===== config.mk =====
export PLATFORM = sky130hd
export DESIGN_NAME = pwm3_stage
export DESIGN_NICKNAME = d
export VERILOG_FILES = /design/src/rtl/pwm3_stage.sv
export SDC_FILE = /design/constraint.sdc
export NUM_CORES = 1
export LEC_CHECK = 0
export BUFFER_PORTS_ARGS = -buffer_cell sky130_fd_sc_hd__buf_4
export CAP_MARGIN = 0
export CORE_ASPECT_RATIO = 0.9
export CORE_MARGIN = 2
export CORE_UTILIZATION = 30
export DETAILED_ROUTE_END_ITERATION = 8
export GPL_ROUTABILITY_DRIVEN = 1
export HOLD_SLACK_MARGIN = 0.05
export PLACE_DENSITY = 0.41
export RECOVER_POWER = 25
export SYNTH_ARGS = -nofsm -noshare
export SYNTH_HDL_FRONTEND = slang
export SYNTH_SLANG_ARGS = --single-unit

===== constraint.sdc =====
create_clock -name clk -period 4.2 [get_ports clk]
set_input_delay 0.63 -clock clk [delete_from_list [all_inputs] [get_ports clk]]
set_output_delay 0.63 -clock clk [all_outputs]
set_load 0.02 [all_outputs]

===== src/rtl/pwm3_stage.sv =====
module pwm3_stage #(
  parameter int DW = 8
) (
  input  logic          clk,
  input  logic          rst_n,
  input  logic          wr_en,
  input  logic [2:0]    wr_addr,
  input  logic [DW-1:0] wr_data,
  output logic [5:0]    pwm_o
);
  localparam int NCH = 3;

  logic [DW-1:0] cnt, per;
  logic [7:0]    ctrl;
  logic          upd_all;
  logic [DW-1:0] act  [NCH];
  logic [DW-1:0] pend [NCH];
  logic [DW-1:0] hold [NCH];
  logic [NCH-1:0] pend_v;
  logic          wrap;
  logic [NCH-1:0] lt;

  assign wrap = (cnt >= per);

  always_ff @(posedge clk or negedge rst_n) begin
    if (!rst_n) begin
      cnt     <= '0;
      per     <= '0;
      ctrl    <= '0;
      upd_all <= 1'b0;
      pend_v  <= '0;
      for (int i = 0; i < NCH; i++) begin
        act[i]  <= '0;
        pend[i] <= '0;
        hold[i] <= '0;
      end
    end else begin
      cnt <= wrap ? '0 : cnt + 1'b1;
      if (wrap) begin
        for (int i = 0; i < NCH; i++)
          if (pend_v[i]) act[i] <= pend[i];
        pend_v <= '0;
      end
      if (wr_en) begin
        case (wr_addr)
          3'd0: per <= wr_data;
          3'd1: begin
            pend[0]   <= wr_data;
            pend_v[0] <= 1'b1;
            if (upd_all) begin
              for (int i = 1; i < NCH; i++) begin
                pend[i]   <= hold[i];
                pend_v[i] <= 1'b1;
              end
            end
          end
          3'd2, 3'd3: begin
            hold[wr_addr-3'd1] <= wr_data;
            if (!upd_all) begin
              pend[wr_addr-3'd1]   <= wr_data;
              pend_v[wr_addr-3'd1] <= 1'b1;
            end
          end
          3'd4: ctrl    <= wr_data[7:0];
          3'd5: upd_all <= wr_data[0];
          default: ;
        endcase
      end
    end
  end

  for (genvar g = 0; g < NCH; g++) begin : g_cmp
    assign lt[g] = (cnt < act[g]);
  end

  assign pwm_o = ctrl[7] ? 6'b0
               : ({lt[0], ~lt[0], lt[1], ~lt[1], lt[2], ~lt[2]} & ctrl[5:0]);
endmodule


After elaboration in Yosys (flattened, before gate mapping)
Cells that the tools add are included.
Widths: inputs -> output; s select.
{"block": "word_totals", "reg_bits": 100, "latchBits": 0, "ram_bits": 0, "mem_bits_ro": 0, "inputBits": 14, "out_inout_bits": 6, "word_cells": 67, "mem_count": 0}
{"block": "classes", "n_addsub": 2, "multipliers": 0, "div_mod_pow": 0, "order_cmp": 8, "n_eq_ne": 7, "shifts": 0, "muxes": 16, "bitwise_logic": 6, "reduce_logical": 14}
{"operator": "$bwmux 24", "count": 2}
{"operator": "$pmux 24 s2", "count": 1}
{"operator": "$lt 8x8->1", "count": 3}
{"operator": "$mux 24", "count": 1}
{"operator": "$demux 8 s2", "count": 1}
{"operator": "$mux 16", "count": 1}
{"operator": "$mux 8", "count": 2}
{"operator": "$reduce_and 2->1", "count": 7}
{"operator": "$mux 3", "count": 3}
{"operator": "$add 8x1->8 const B", "count": 1}
{"operator": "$ge 8x8->1", "count": 1}
{"operator": "$and 6x6->6", "count": 1}
{"operator": "$eq 3x2->1 const B", "count": 2}
{"operator": "$eq 3x3->1 const B", "count": 2}
{"operator": "$mux 6", "count": 1}
{"operator": "$pmux 3 s2", "count": 1}
{"operator": "$ge 4x3->1 const B", "count": 1}
{"operator": "$lt 4x1->1 const B", "count": 1}
{"operator": "$ne 2x2->1 const B", "count": 2}
{"operator": "$not 3->4", "count": 1}
{"operator": "$reduce_and 4->1", "count": 1}
{"operator": "$eq 3x1->1 const B", "count": 1}
{"operator": "$ge 3x1->1 const B", "count": 1}
{"operator": "$logic_not 3->1", "count": 1}
{"operator": "11 further kinds", "count": 14}

Longest topological paths before layout
Gate-level depths: netlist of run 1.
{"block": "depth", "ltp_word": 9, "depth_mapped": 7, "mapped_depth_nobuf": 7}

Worst setup path after synthesis of run 1
OpenSTA, ideal clock, no wires.
{"block": "synth_path", "path_type": "flip-flop to output port", "from": "register cnt[1]", "to": "output port pwm_o[0]", "arrival_time_ns": 1.668, "required_ns": 3.570, "slack_ns": 1.902, "stages_incl_launch_ff": 6, "path_buffers": 0, "path_cell_list": "dfrtp_1 > ha_1 > a21o_1 > a211oi_1 > o31a_1 > nor3b_1"}
{"block": "synth_between", "elab_chain_len": 4}
{"element": "start: declaration", "line": "13", "source": "logic [DW-1:0] cnt, per;"}
{"element": "start signal: assignment", "line": "38", "source": "cnt <= wrap ? '0 : cnt + 1'b1;"}
{"element": "$lt 8x8->1", "line": "73", "source": "assign lt[g] = (cnt < act[g]);"}
{"element": "$not 1->1", "line": "77", "source": ": ({lt[0], ~lt[0], lt[1], ~lt[1], lt[2], ~lt[2]} & ctrl[5:0]);"}
{"element": "$and 6x6->6", "line": "77"}
{"element": "$mux 6", "line": "76", "source": "assign pwm_o = ctrl[7] ? 6'b0"}
{"element": "end: declaration", "line": "9", "source": "output logic [5:0] pwm_o"}
Every way passes these cells.

Worst setup path in the final report of run 1
{"block": "layout_path", "from": "register cnt[5]", "to": "output port pwm_o[3]"}
{"block": "layout_between", "elab_chain_len": 3}
{"element": "$lt 8x8->1", "line": "73"}
{"element": "$and 6x6->6", "line": "77"}
{"element": "$mux 6", "line": "76"}
Every way passes these cells.

==> results.env, run 1 <==
NETLIST.AREA_LEADER.SHARE_PCT=51.3
GRT_PASS1_VIAS=2897
DRIVE_ABOVE_1_SHARE_PCT=21.9
YOSYS.CELL_COUNT.TOP_TYPE='dfrtp_1'
FINAL_CRITICAL_PERIOD_NS=2.95
POSTSYNTHREGISTERBITS=91
SYNTH.YOSYS.WARNINGS=0
FLOORPLAN.DIE_AREA_UM2=15800
PORTION_OF_THE_POST_SYNTHESIS_AREA_USED_BY_SEQUENTIAL_ELEMENTS_PCT=51.3
GR-USAGE-MET3_PCT=2.17
BUSIEST_LAYER='met1'
MAX_CAP_VIOLATIONS=1
WORSTPATHREQUIRED_NS=3.57
FINAL.PERIOD_UTILIZATION_PCT=70.3
POWER.LEAKAGE_nW=2.42
CLK_PIN_SLEW_WORST_PATHS_NS=0.06
MAX-SLEW-MARGIN-REL_PCT=-8.03
GRT_SETUP_UNREPAIRED='no'
POSTLAYOUTCOREUTIL_PCT=35.2
RR_WORST_DEPTH=7
REG_TO_REG_END='act[15]'
MAX_FREQ_GHz=0.338
ANT_NETS=0
FINALHOLDVIOLCOUNT=0
DRC_VIOLATION_COUNT_AFTER_ROUTING=0
POST_SYNTH_EDFFS=0
WORST_SETUP_PATH_START_KIND='flop'
MIN_TO='pend[16]'
CTS-ROOT-TO-SINK-BUFFERS=2
FIN_SETUP_TNS_NS=0
DIEWIDTH_UM=132
CLOCK_TREE_FROM_TRITONCTS='done'
CP_MAX_FO=7
START_UTIL_PCT=30.4
CTS.REPAIR_TIMING.SETUP_BUFFER_COUNT=0
NUMCLOCKSINKS=91
VIAS_PER_CELL=4.57
CRITICAL_PATH.TOP_DELAY_FAMILY='compound AO/OA/AOI/OAI gates'
CORE.ROWCOUNT=42
BOUNDARY_PIN_COUNT=20
SYN_TO_FINAL_GROWTH_PCT=15.7
CTS_HOLD_BUFFERS=0
STATUS='finished, violations left'
LAUNCH_POINT_OF_THE_CRITICAL_PATH='cnt[5]'
GRT.MET2_USAGE_PCT=20.8
CRITICAL_PATH.CELL_CHAIN='ha_1, a21o_1, a21o_1, a21oi_1, o31a_1, and3b_1, buf_4'
DRTPASS1ITERATIONS=4
R2R_SETUP_SLACK_NS=1.65
WORST_R2R_STARTPOINT='cnt[0]'
FAILED_CHECKS='max-capacitance violations, max-slew violations'
PLACEMENT.IO_BUFFERS=19
COMMONEST_CELLS_POST_SYNTH='91 x dfrtp_1, 49 x mux2_2, 42 x nand2_1, 34 x inv_1, 30 x ha_1'
FINALSETUPVIOLCOUNT=0
POST_SYNTH_INSTANCE_AREA_UM2=4440
WORST_HOLD_PATH_CLASS='flop to flop'
CRIT_END_CATEGORY='output port'
ANTENNA_CELLS_INSERTED=0
IRDROPWORSTVDD_uV=203
CTS.ROOT.BUFFER_CELL='clkbuf_16'
SYNTH.AVG_CELL_AREA_UM2=11.0
SLEW_VIOL_FINAL=66
POSTSYNTHCELLCOUNT=405
WORSTSKEWPAIRLATENCY_NS=0.35
PROPORTION_OF_SYNTHESIZED_FLIP_FLOPS_HAVING_ASYNCHRONOUS_SET_OR_RESET_PCT=100
FINISH.NET_COUNT=468
GLOBAL_ROUTE.USAGE.MET1_PCT=20.9
CRITICAL-PATH-MAX-STAGE-DELAY_NS=0.51
HOLD_CRIT_START='pend[16]'
DIE_Y_UM=119
CTS-RESIZED-GATES=0
TOTALWIRELENGTH_UM=10200
CORE_REGION_AREA_UM2=14600
SYNTHDISTINCTLIBCELLS=36
CRIT_TYPE='flop to output port'
GRT_START_MAX_NET_PINS=66
GROUTE.USAGE.OVERALL_PCT=14.3
CRITICAL_PATH.N_BUFFERS_INVERTERS=1
WORSTMARGINPINSLEW_NS=1.62
CTS-HTREE-LEVELS=3
WIRE_PER_INST_UM=16.2
MOST_REPEATED_LIBRARY_CELL_ON_THE_CRITICAL_PATH='a21o_1'
ANTENNA_FOUND_INITIAL=0
WORST_CLOCK_SKEW_ON_THE_FINAL_LAYOUT_NS=0.00640
GRT.OVERFLOW.TOTAL=0
POSTSYNTHNETCOUNT=449
GRT_FIRST_PASS_WIRELENGTH_UM=16800
SYNTH.AREA.TOP_CELLS='dfrtp_1 51%, mux2_2 12%, ha_1 8.4%'
CP_DATA_ARRIVAL_TIME_NS=2.32
SYNTH.LARGEST_AREA_CELL='dfrtp_1'
MIN_DELAY_PATH_DEPTH=2
ROUTE.VIAS.TOTAL=2868
DR.FIRST_ITER.DRC_COUNT=124
POST-DP-HPWL_UM=7220
CELLPOWERDENSITY_nW_PER_UM2=653
CTS_MADE_BUFFERS=9
CP_SLOWEST_CELL='dfrtp_1'
GPL.FINAL_WEIGHTED_CONGESTION=0.688
SYNTHFLOPTYPE='dfrtp_1'
==> power by group <==
group / internal, W / switching (W) / total (W)
combinational: 0.000518 / 0.000503 / 0.00102
clock: 0.000596 / 0.000342 / 0.000939
sequential: 0.00116 / 0.000233 / 0.00140
==> tightest hold or removal path: stages, from the launching register on <==
cell and delay [ns]:
dfrtp_1 0.34, nand2_1 0.05, o21ai_0 0.06
==> stage by stage <==
step / instances / hold slack (ns) / total power [W] / setup WS [ns] / instance area (um2)
2_1_floorplan: 405 / 0.334 / 0.00211 / 1.90 / 4440
3_3_place_gp: 611 / 0.475 / 0.00243 / 1.62 / 4800
3_5_place_dp: 611 / 0.478 / 0.00246 / 1.61 / 4800
4_1_cts: 627 / 0.414 / 0.00341 / 1.21 / 5140
5_1_grt: 627 / 0.525 / 0.00363 / 1.11 / 5140
6_report: 627 / 0.483 / 0.00336 / 1.25 / 5140
==> cells by family after synthesis <==
logic type | after synthesis | synth area share, %
AND/OR/NAND/NOR | 113 | 13.3
flip-flops | 91 | 51.3
AO/OA/AOI/OAI | 66 | 8.98
buffers and inverters | 49 | 4.25
multiplexers | 49 | 12.4
adder cells (fa/ha/maj) | 30 | 8.45
XOR/XNOR | 7 | 1.38
==> flip-flops by register name, summed over array words and instances, names as in the netlist <==
register,count
act,24
cnt,8
ctrl,7
hold,16
pend,24
pend_v,3
per,8
upd_all,1
==> cell type report <==
type	instances	area, um2
multi-input cells	265	1980
inverters	34	128
clock inverters	5	100
well taps	198	248
repair buffers	23	170
flip-flops and latches	91	2280
clock buffers	11	243
fillers	1525	9470
==> worst max-delay path by stage <==
| stage | end | slack (ns) | cells after the start |
|---|---|---|---|
| after CTS | pwm_o[3] | 1.21 | 7 |
| after global routing | pwm_o[3] | 1.11 | 7 |
| after global placement | pwm_o[3] | 1.62 | 7 |
| after floorplan | pwm_o[0] | 1.90 | 5 |
| final | pwm_o[3] | 1.25 | 7 |
| after detailed placement | pwm_o[3] | 1.61 | 7 |
==> placed cells by master (no fill, tap or decap), types with 4 or more instances in the layout <==
cell type,n
a21o_1,10
nand3_1,14
a21oi_1,13
xor2_1,4
inv_1,34
nand4_1,4
nand2_1,42
nor3b_1,11
mux2_2,49
a31oi_1,8
o21ai_0,26
buf_4,22
ha_1,30
dfrtp_1,91
nor2_1,20
clkbuf_16,9
nand2b_1,6
==> metal layers <==
metal  vias to the layer above  part of all wire [%]
met2                        27                    42
met5                         -                     0
met1                      1378                    53
met4                         0                   2.2
li1                       1452                     -
met3                        11                   1.9
Note: power is estimated with default switching activity, not from simulation.
==> run 2: changes to the inputs <==
==> constraint.sdc (replaced) <==
create_clock -name clk -period 3.03 [get_ports clk]
set_input_delay 0.4545 -clock clk [delete_from_list [all_inputs] [get_ports clk]]
set_output_delay 0.4545 -clock clk [all_outputs]
set_load 0.02 [all_outputs]
==> run 2 against run 1 <==
  * The run now ends clean
  * Final area shrank 0.63%
  * Critical path type unchanged
  * Sequential cell count did not move
  * Total power up 33%
  * Register-to-register slack got worse by 1.2 ns
  * Wire length is 1.7% higher
  * Clock power grew 19%
  * Highest routed layer unchanged
  * Hold slack lost 0.092 ns
  * Via count up 2.5%
  * Final cell count grew 0.16%
==> results.env, run 2 (synthesis results as in run 1) <==
CTS.ROOT.BUFFER_CELL='clkbuf_16'
CRITICAL_PATH.N_BUFFERS_INVERTERS=1
CTS-RESIZED-GATES=0
ANT_NETS=0
CP_MAX_FO=7
TOTALWIRELENGTH_UM=10400
SWITCHING_SHARE_PCT=33.6
GRT_SETUP_UNREPAIRED='no'
POST-DP-HPWL_UM=7260
SLEW_VIOL_FINAL=0
WORST_R2R_STARTPOINT='cnt[0]'
FINALHOLDVIOLCOUNT=0
ANTENNA_FOUND_INITIAL=0
HOLD_CRIT_START='wr_data[6]'
CTS-ROOT-TO-SINK-BUFFERS=2
WORSTSKEWPAIRLATENCY_NS=0.35
CRIT_TYPE='flop to output port'
CP_DATA_ARRIVAL_TIME_NS=2.30
GRT_PASS1_VIAS=2945
WORST_CLOCK_SKEW_ON_THE_FINAL_LAYOUT_NS=0.00839
DRTPASS1ITERATIONS=4
CLK_PIN_SLEW_WORST_PATHS_NS=0.07
FIN_SETUP_TNS_NS=0
DR.FIRST_ITER.DRC_COUNT=132
CTS.REPAIR_TIMING.SETUP_BUFFER_COUNT=0
IRDROPWORSTVDD_uV=320
BOUNDARY_PIN_COUNT=20
NUMCLOCKSINKS=91
DRIVE_ABOVE_1_SHARE_PCT=22.3
MIN_TO='per[6]'
CELLPOWERDENSITY_nW_PER_UM2=874
CRITICAL-PATH-MAX-STAGE-DELAY_NS=0.52
CORE.ROWCOUNT=42
FLOORPLAN.DIE_AREA_UM2=15800
LARGEST_REGISTERS='act: 24 flops, pend: 24 flops, hold: 16 flops'
GRT_FIRST_PASS_WIRELENGTH_UM=16800
MOST_REPEATED_LIBRARY_CELL_ON_THE_CRITICAL_PATH='a21o_1'
RR_WORST_DEPTH=7
CLOCK_POWER_SHARE_PCT=25.0
COMBINATIONAL_SHARE_OF_POWER_PCT=31.6
POWER.LEAKAGE_nW=2.41
FINAL_CRITICAL_PERIOD_NS=2.75
STATUS='complete, no violations'
FINALPOWER_W=0.00446
GPL.FINAL_WEIGHTED_CONGESTION=0.698
ROUTE.VIAS.TOTAL=2939
CORE_REGION_AREA_UM2=14600
LAYOUT_COMMONEST_CELL='dfrtp_1'
WORSTPATHREQUIRED_NS=2.58
CLOCK_TREE_FROM_TRITONCTS='done'
SEQ_POWER_SHARE_PCT=43.4
GRT_START_MAX_NET_PINS=54
LAUNCH_POINT_OF_THE_CRITICAL_PATH='cnt[5]'
DIEWIDTH_UM=132
CTS_MADE_BUFFERS=9
WORST_HOLD_PATH_CLASS='input port to flop'
WORST_SETUP_PATH_START_KIND='flop'
GRT.OVERFLOW.TOTAL=0
R2R_SETUP_SLACK_NS=0.48
INTERNAL-POWER_W=0.00296
SYN_TO_FINAL_GROWTH_PCT=15.0
DIE_Y_UM=119
CTS_HOLD_BUFFERS=0
MOST-COMMON-LAYOUT-CELLS='91 x dfrtp_1, 49 x mux2_2, 42 x nand2_1, 34 x inv_1, 30 x ha_1'
CP_SLOWEST_CELL='dfrtp_1'
FINISH.NET_COUNT=470
ANTENNA_CELLS_INSERTED=0
FINAL.PERIOD_UTILIZATION_PCT=90.8
CRITICAL_PATH.TOP_DELAY_FAMILY='compound AO/OA/AOI/OAI gates'
CP.DEPTH=7
CRITICAL_PATH.CELL_CHAIN='ha_1, a21o_1, a21o_1, a21oi_1, o31a_1, and3b_1, buf_4'
MAX_FREQ_GHz=0.363
MAX-SLEW-MARGIN-REL_PCT=5.88
CRIT_END_CATEGORY='output port'
PLACEMENT.IO_BUFFERS=19
REG_TO_REG_END='act[22]'
VIAS_PER_CELL=4.68
POWER.SWITCHING_W=0.00150
GROUTE.USAGE.OVERALL_PCT=14.3
WORSTMARGINPINSLEW_NS=1.41
WIRE_PER_INST_UM=16.5
START_UTIL_PCT=30.4
HOLD_WS_NS=0.391
FINALSETUPVIOLCOUNT=0
DRC_VIOLATION_COUNT_AFTER_ROUTING=0
CTS-HTREE-LEVELS=3
MAX_CAP_VIOLATIONS=0
MIN_DELAY_PATH_DEPTH=3
run 2: layer usage:
layer  routed length (um)  global-route usage (%)  share of wire, %  vias to the layer above
met4                  187                    6.05               1.8                        0
li1                     -                       -                 -                     1441
met5                    0                       0                 0                        -
met1                 5240                    20.7                51                     1451
met2                 4680                    21.2                45                       35
met3                  244                    2.17               2.4                       12
run 2: worst max path at each step:
stage | endpoint
after CTS | pwm_o[1]
after global placement | act[12]
final | pwm_o[1]
after floorplan | act[0]
after detailed placement | act[22]
after global routing | pwm_o[1]
run 2: per-stage QoR:
step	std cells	worst slack, ns	area (um2)	util, %
after floorplan	405	0.768	4440	-
after global placement	613	0.521	4830	33.1
after detailed placement	613	0.481	4830	33.1
after CTS	628	0.253	5110	35.0
after global routing	628	0.154	5110	35.0
final	628	0.278	5110	35.0
run 2: layout make-up:
type | instances | area [um2]
fillers | 1520 | 9500
inverters | 34 | 128
clock inverters | 6 | 57.6
flip-flops and latches | 91 | 2280
repair buffers | 25 | 198
clock buffers | 9 | 225
well taps | 198 | 248
multi-input cells | 265 | 1980
run 2: power by group through the flow:
stage | sequential (W) | clock, W | combinational (W)
6_report | 0.00194 | 0.00112 | 0.00141
5_1_grt | 0.00200 | 0.00119 | 0.00163
2_1_floorplan | 0.00183 | 0 | 0.00110
3_3_place_gp | 0.00197 | 0 | 0.00141
4_1_cts | 0.00195 | 0.00114 | 0.00145
3_5_place_dp | 0.00197 | 0 | 0.00144
run 2: worst register-to-register path: cells and delay by family (launching register included):
family,cells,cell delay (ns)
flip-flops,1,0.46
buffers and inverters,1,0.07
AND/OR/NAND/NOR,2,0.34
adder cells (fa/ha/maj),1,0.28
AO/OA/AOI/OAI,2,0.93
multiplexers,1,0.35
==> run 3: changes to the inputs <==
--- a/config.mk
+++ b/config.mk
@@ -7,9 +7,10 @@
 export LEC_CHECK = 0
 export BUFFER_PORTS_ARGS = -buffer_cell sky130_fd_sc_hd__buf_4
 export CAP_MARGIN = 0
-export CORE_ASPECT_RATIO = 0.9
+export CORE_ASPECT_RATIO = 1.75
 export CORE_MARGIN = 2
 export CORE_UTILIZATION = 30
+export CTS_BUF_LIST = sky130_fd_sc_hd__clkbuf_4 sky130_fd_sc_hd__clkbuf_8
 export DETAILED_ROUTE_END_ITERATION = 8
 export GPL_ROUTABILITY_DRIVEN = 1
 export HOLD_SLACK_MARGIN = 0.05
==> run 3 against run 2 <==
  * Final area fell by 2.8%
  * Die area up 0.24%
  * Sequential cell count stayed put
  * Worst setup slack worse by 0.048 ns
  * Critical endpoint is now pwm_o[3]
  * Largest cell class unchanged
  * Highest routed layer unchanged
==> results.env, run 3 (synthesis results as in run 1) <==
GRT_START_MAX_NET_PINS=47
DETAILED_PLACE.AREA_UM2=4810
FINALHOLDVIOLCOUNT=0
ANTENNA_FOUND_INITIAL=0
LAYOUT_COMMONEST_CELL='dfrtp_1'
FIN_SETUP_TNS_NS=0
WORST_CLOCK_SKEW_ON_THE_FINAL_LAYOUT_NS=0.0107
CRIT_TYPE='flop to output port'
START_UTIL_PCT=30.8
CTS-ROOT-TO-SINK-BUFFERS=2
DRC_VIOLATION_COUNT_AFTER_ROUTING=0
GRT_FIRST_PASS_WIRELENGTH_UM=17200
CP_DATA_ARRIVAL_TIME_NS=2.35
POWER.LEAKAGE_nW=2.35
INTERNAL-POWER_W=0.00264
VIAS_PER_CELL=4.75
LARGEST_REGISTERS='act: 24 flops, pend: 24 flops, hold: 16 flops'
FINAL_CRITICAL_PERIOD_NS=2.80
STATUS='complete, no violations'
NUMCLOCKSINKS=91
CRIT_END_CATEGORY='output port'
CLK_PIN_SLEW_WORST_PATHS_NS=0.10
MAX_FREQ_GHz=0.357
MAX-SLEW-MARGIN-REL_PCT=18.7
FINALSETUPVIOLCOUNT=0
ANTENNA_CELLS_INSERTED=0
CP_MAX_FO=7
DIE_Y_UM=165
POST-DP-HPWL_UM=7630
CTS.REPAIR_TIMING.SETUP_BUFFER_COUNT=0
DRIVE_ABOVE_1_SHARE_PCT=22.5
POWER.SWITCHING_W=0.00149
LAYOUT.CELL_AREA.NON_FILLER_UM2=4970
WIRE_PER_INST_UM=17.5
CELLPOWERDENSITY_nW_PER_UM2=833
WORSTMARGINPINSLEW_NS=1.22
CTS-RESIZED-GATES=0
WORSTSKEWPAIRLATENCY_NS=0.37
WORST_SETUP_PATH_START_KIND='flop'
CTS.ROOT.BUFFER_CELL='clkbuf_8'
SWITCHING_SHARE_PCT=36.1
GRT.OVERFLOW.TOTAL=0
FINAL.PERIOD_UTILIZATION_PCT=92.4
TOTALWIRELENGTH_UM=10700
IRDROPWORSTVDD_uV=221
MOST-COMMON-LAYOUT-CELLS='91 x dfrtp_1, 49 x mux2_2, 42 x nand2_1, 34 x inv_1, 30 x ha_1'
GPL.FINAL_WEIGHTED_CONGESTION=0.697
SLEW_VIOL_FINAL=0
MAX_CAP_VIOLATIONS=0
CORE_REGION_AREA_UM2=14400
ANT_NETS=0
R2R_SETUP_SLACK_NS=0.46
CLOCK_POWER_SHARE_PCT=18.7
DIEWIDTH_UM=96.0
CTS_HOLD_BUFFERS=0
WORST_R2R_STARTPOINT='cnt[0]'
RR_WORST_DEPTH=7
SYN_TO_FINAL_GROWTH_PCT=11.8
CLOCK_TREE_FROM_TRITONCTS='done'
GRT_SETUP_UNREPAIRED='no'
SEQ_POWER_SHARE_PCT=46.4
CTS_MADE_BUFFERS=9
REG_TO_REG_END='act[23]'
CORE.ROWCOUNT=58
WORST_HOLD_PATH_CLASS='input port to asynchronous set/reset pin'
GROUTE.USAGE.OVERALL_PCT=14.9
WORSTPATHREQUIRED_NS=2.58
COMBINATIONAL_SHARE_OF_POWER_PCT=34.9
FINISH.NET_COUNT=471
DR.FIRST_ITER.DRC_COUNT=112
CTS-HTREE-LEVELS=3
FLOORPLAN.DIE_AREA_UM2=15800
DRTPASS1ITERATIONS=4
ROUTE.VIAS.TOTAL=2905
BOUNDARY_PIN_COUNT=20
PLACEMENT.IO_BUFFERS=19
GRT_PASS1_VIAS=3039
[run 3: power by group through the flow]
stage | clock [W] | combinational, W | sequential (W)
after floorplan | 0 | 0.00110 | 0.00183
after CTS | 0.000803 | 0.00149 | 0.00194
after global placement | 0 | 0.00144 | 0.00195
after global routing | 0.000853 | 0.00165 | 0.00198
final | 0.000775 | 0.00144 | 0.00192
after detailed placement | 0 | 0.00148 | 0.00196
[run 3: worst max-delay path, stage by stage, from the launching register on]
cell and delay [ns]:
dfrtp_1 0.61, ha_1 0.32, a21o_1 0.18, a21o_1 0.17
a21oi_1 0.16, o31a_1 0.23, and3b_1 0.18, buf_4 0.14
[run 3: worst max path at each step]
stage / startpoint / to / cells after the start
6_report: cnt[5] / pwm_o[3] / 7
3_5_place_dp: cnt[0] / act[23] / 7
5_1_grt: cnt[5] / pwm_o[3] / 7
4_1_cts: cnt[5] / pwm_o[3] / 7
2_1_floorplan: cnt[0] / act[0] / 7
3_3_place_gp: cnt[0] / act[18] / 7
[run 3: per-stage QoR]
step	instances	worst slack, ns	util, %	power, W	hold slack [ns]
final	611	0.230	34.4	0.00414	0.287
after global routing	611	0.0661	34.4	0.00449	0.397
after CTS	611	0.165	34.5	0.00422	0.102
after detailed placement	596	0.430	33.3	0.00344	0.472
after global placement	596	0.496	33.3	0.00339	0.462
after floorplan	405	0.768	-	0.00293	0.159
[run 3: layout make-up]
| class | instances | area, um2 |
|---|---|---|
| timing repair buffer | 26 | 190 |
| fill | 1474 | 9470 |
| inverter | 34 | 128 |
| multi-input combinational | 265 | 1980 |
| tap | 180 | 225 |
| sequential | 91 | 2280 |
| clock inverter | 6 | 47.5 |
| clock buffer | 9 | 124 |
[run 3: per-layer routing]
layer	GRT usage, %	vias to the layer above	routed length (um)
met5	0	-	0
met4	4.16	0	146
met3	2.65	6	224
met2	26.0	34	5550
met1	18.6	1429	4740
li1	-	1436	-
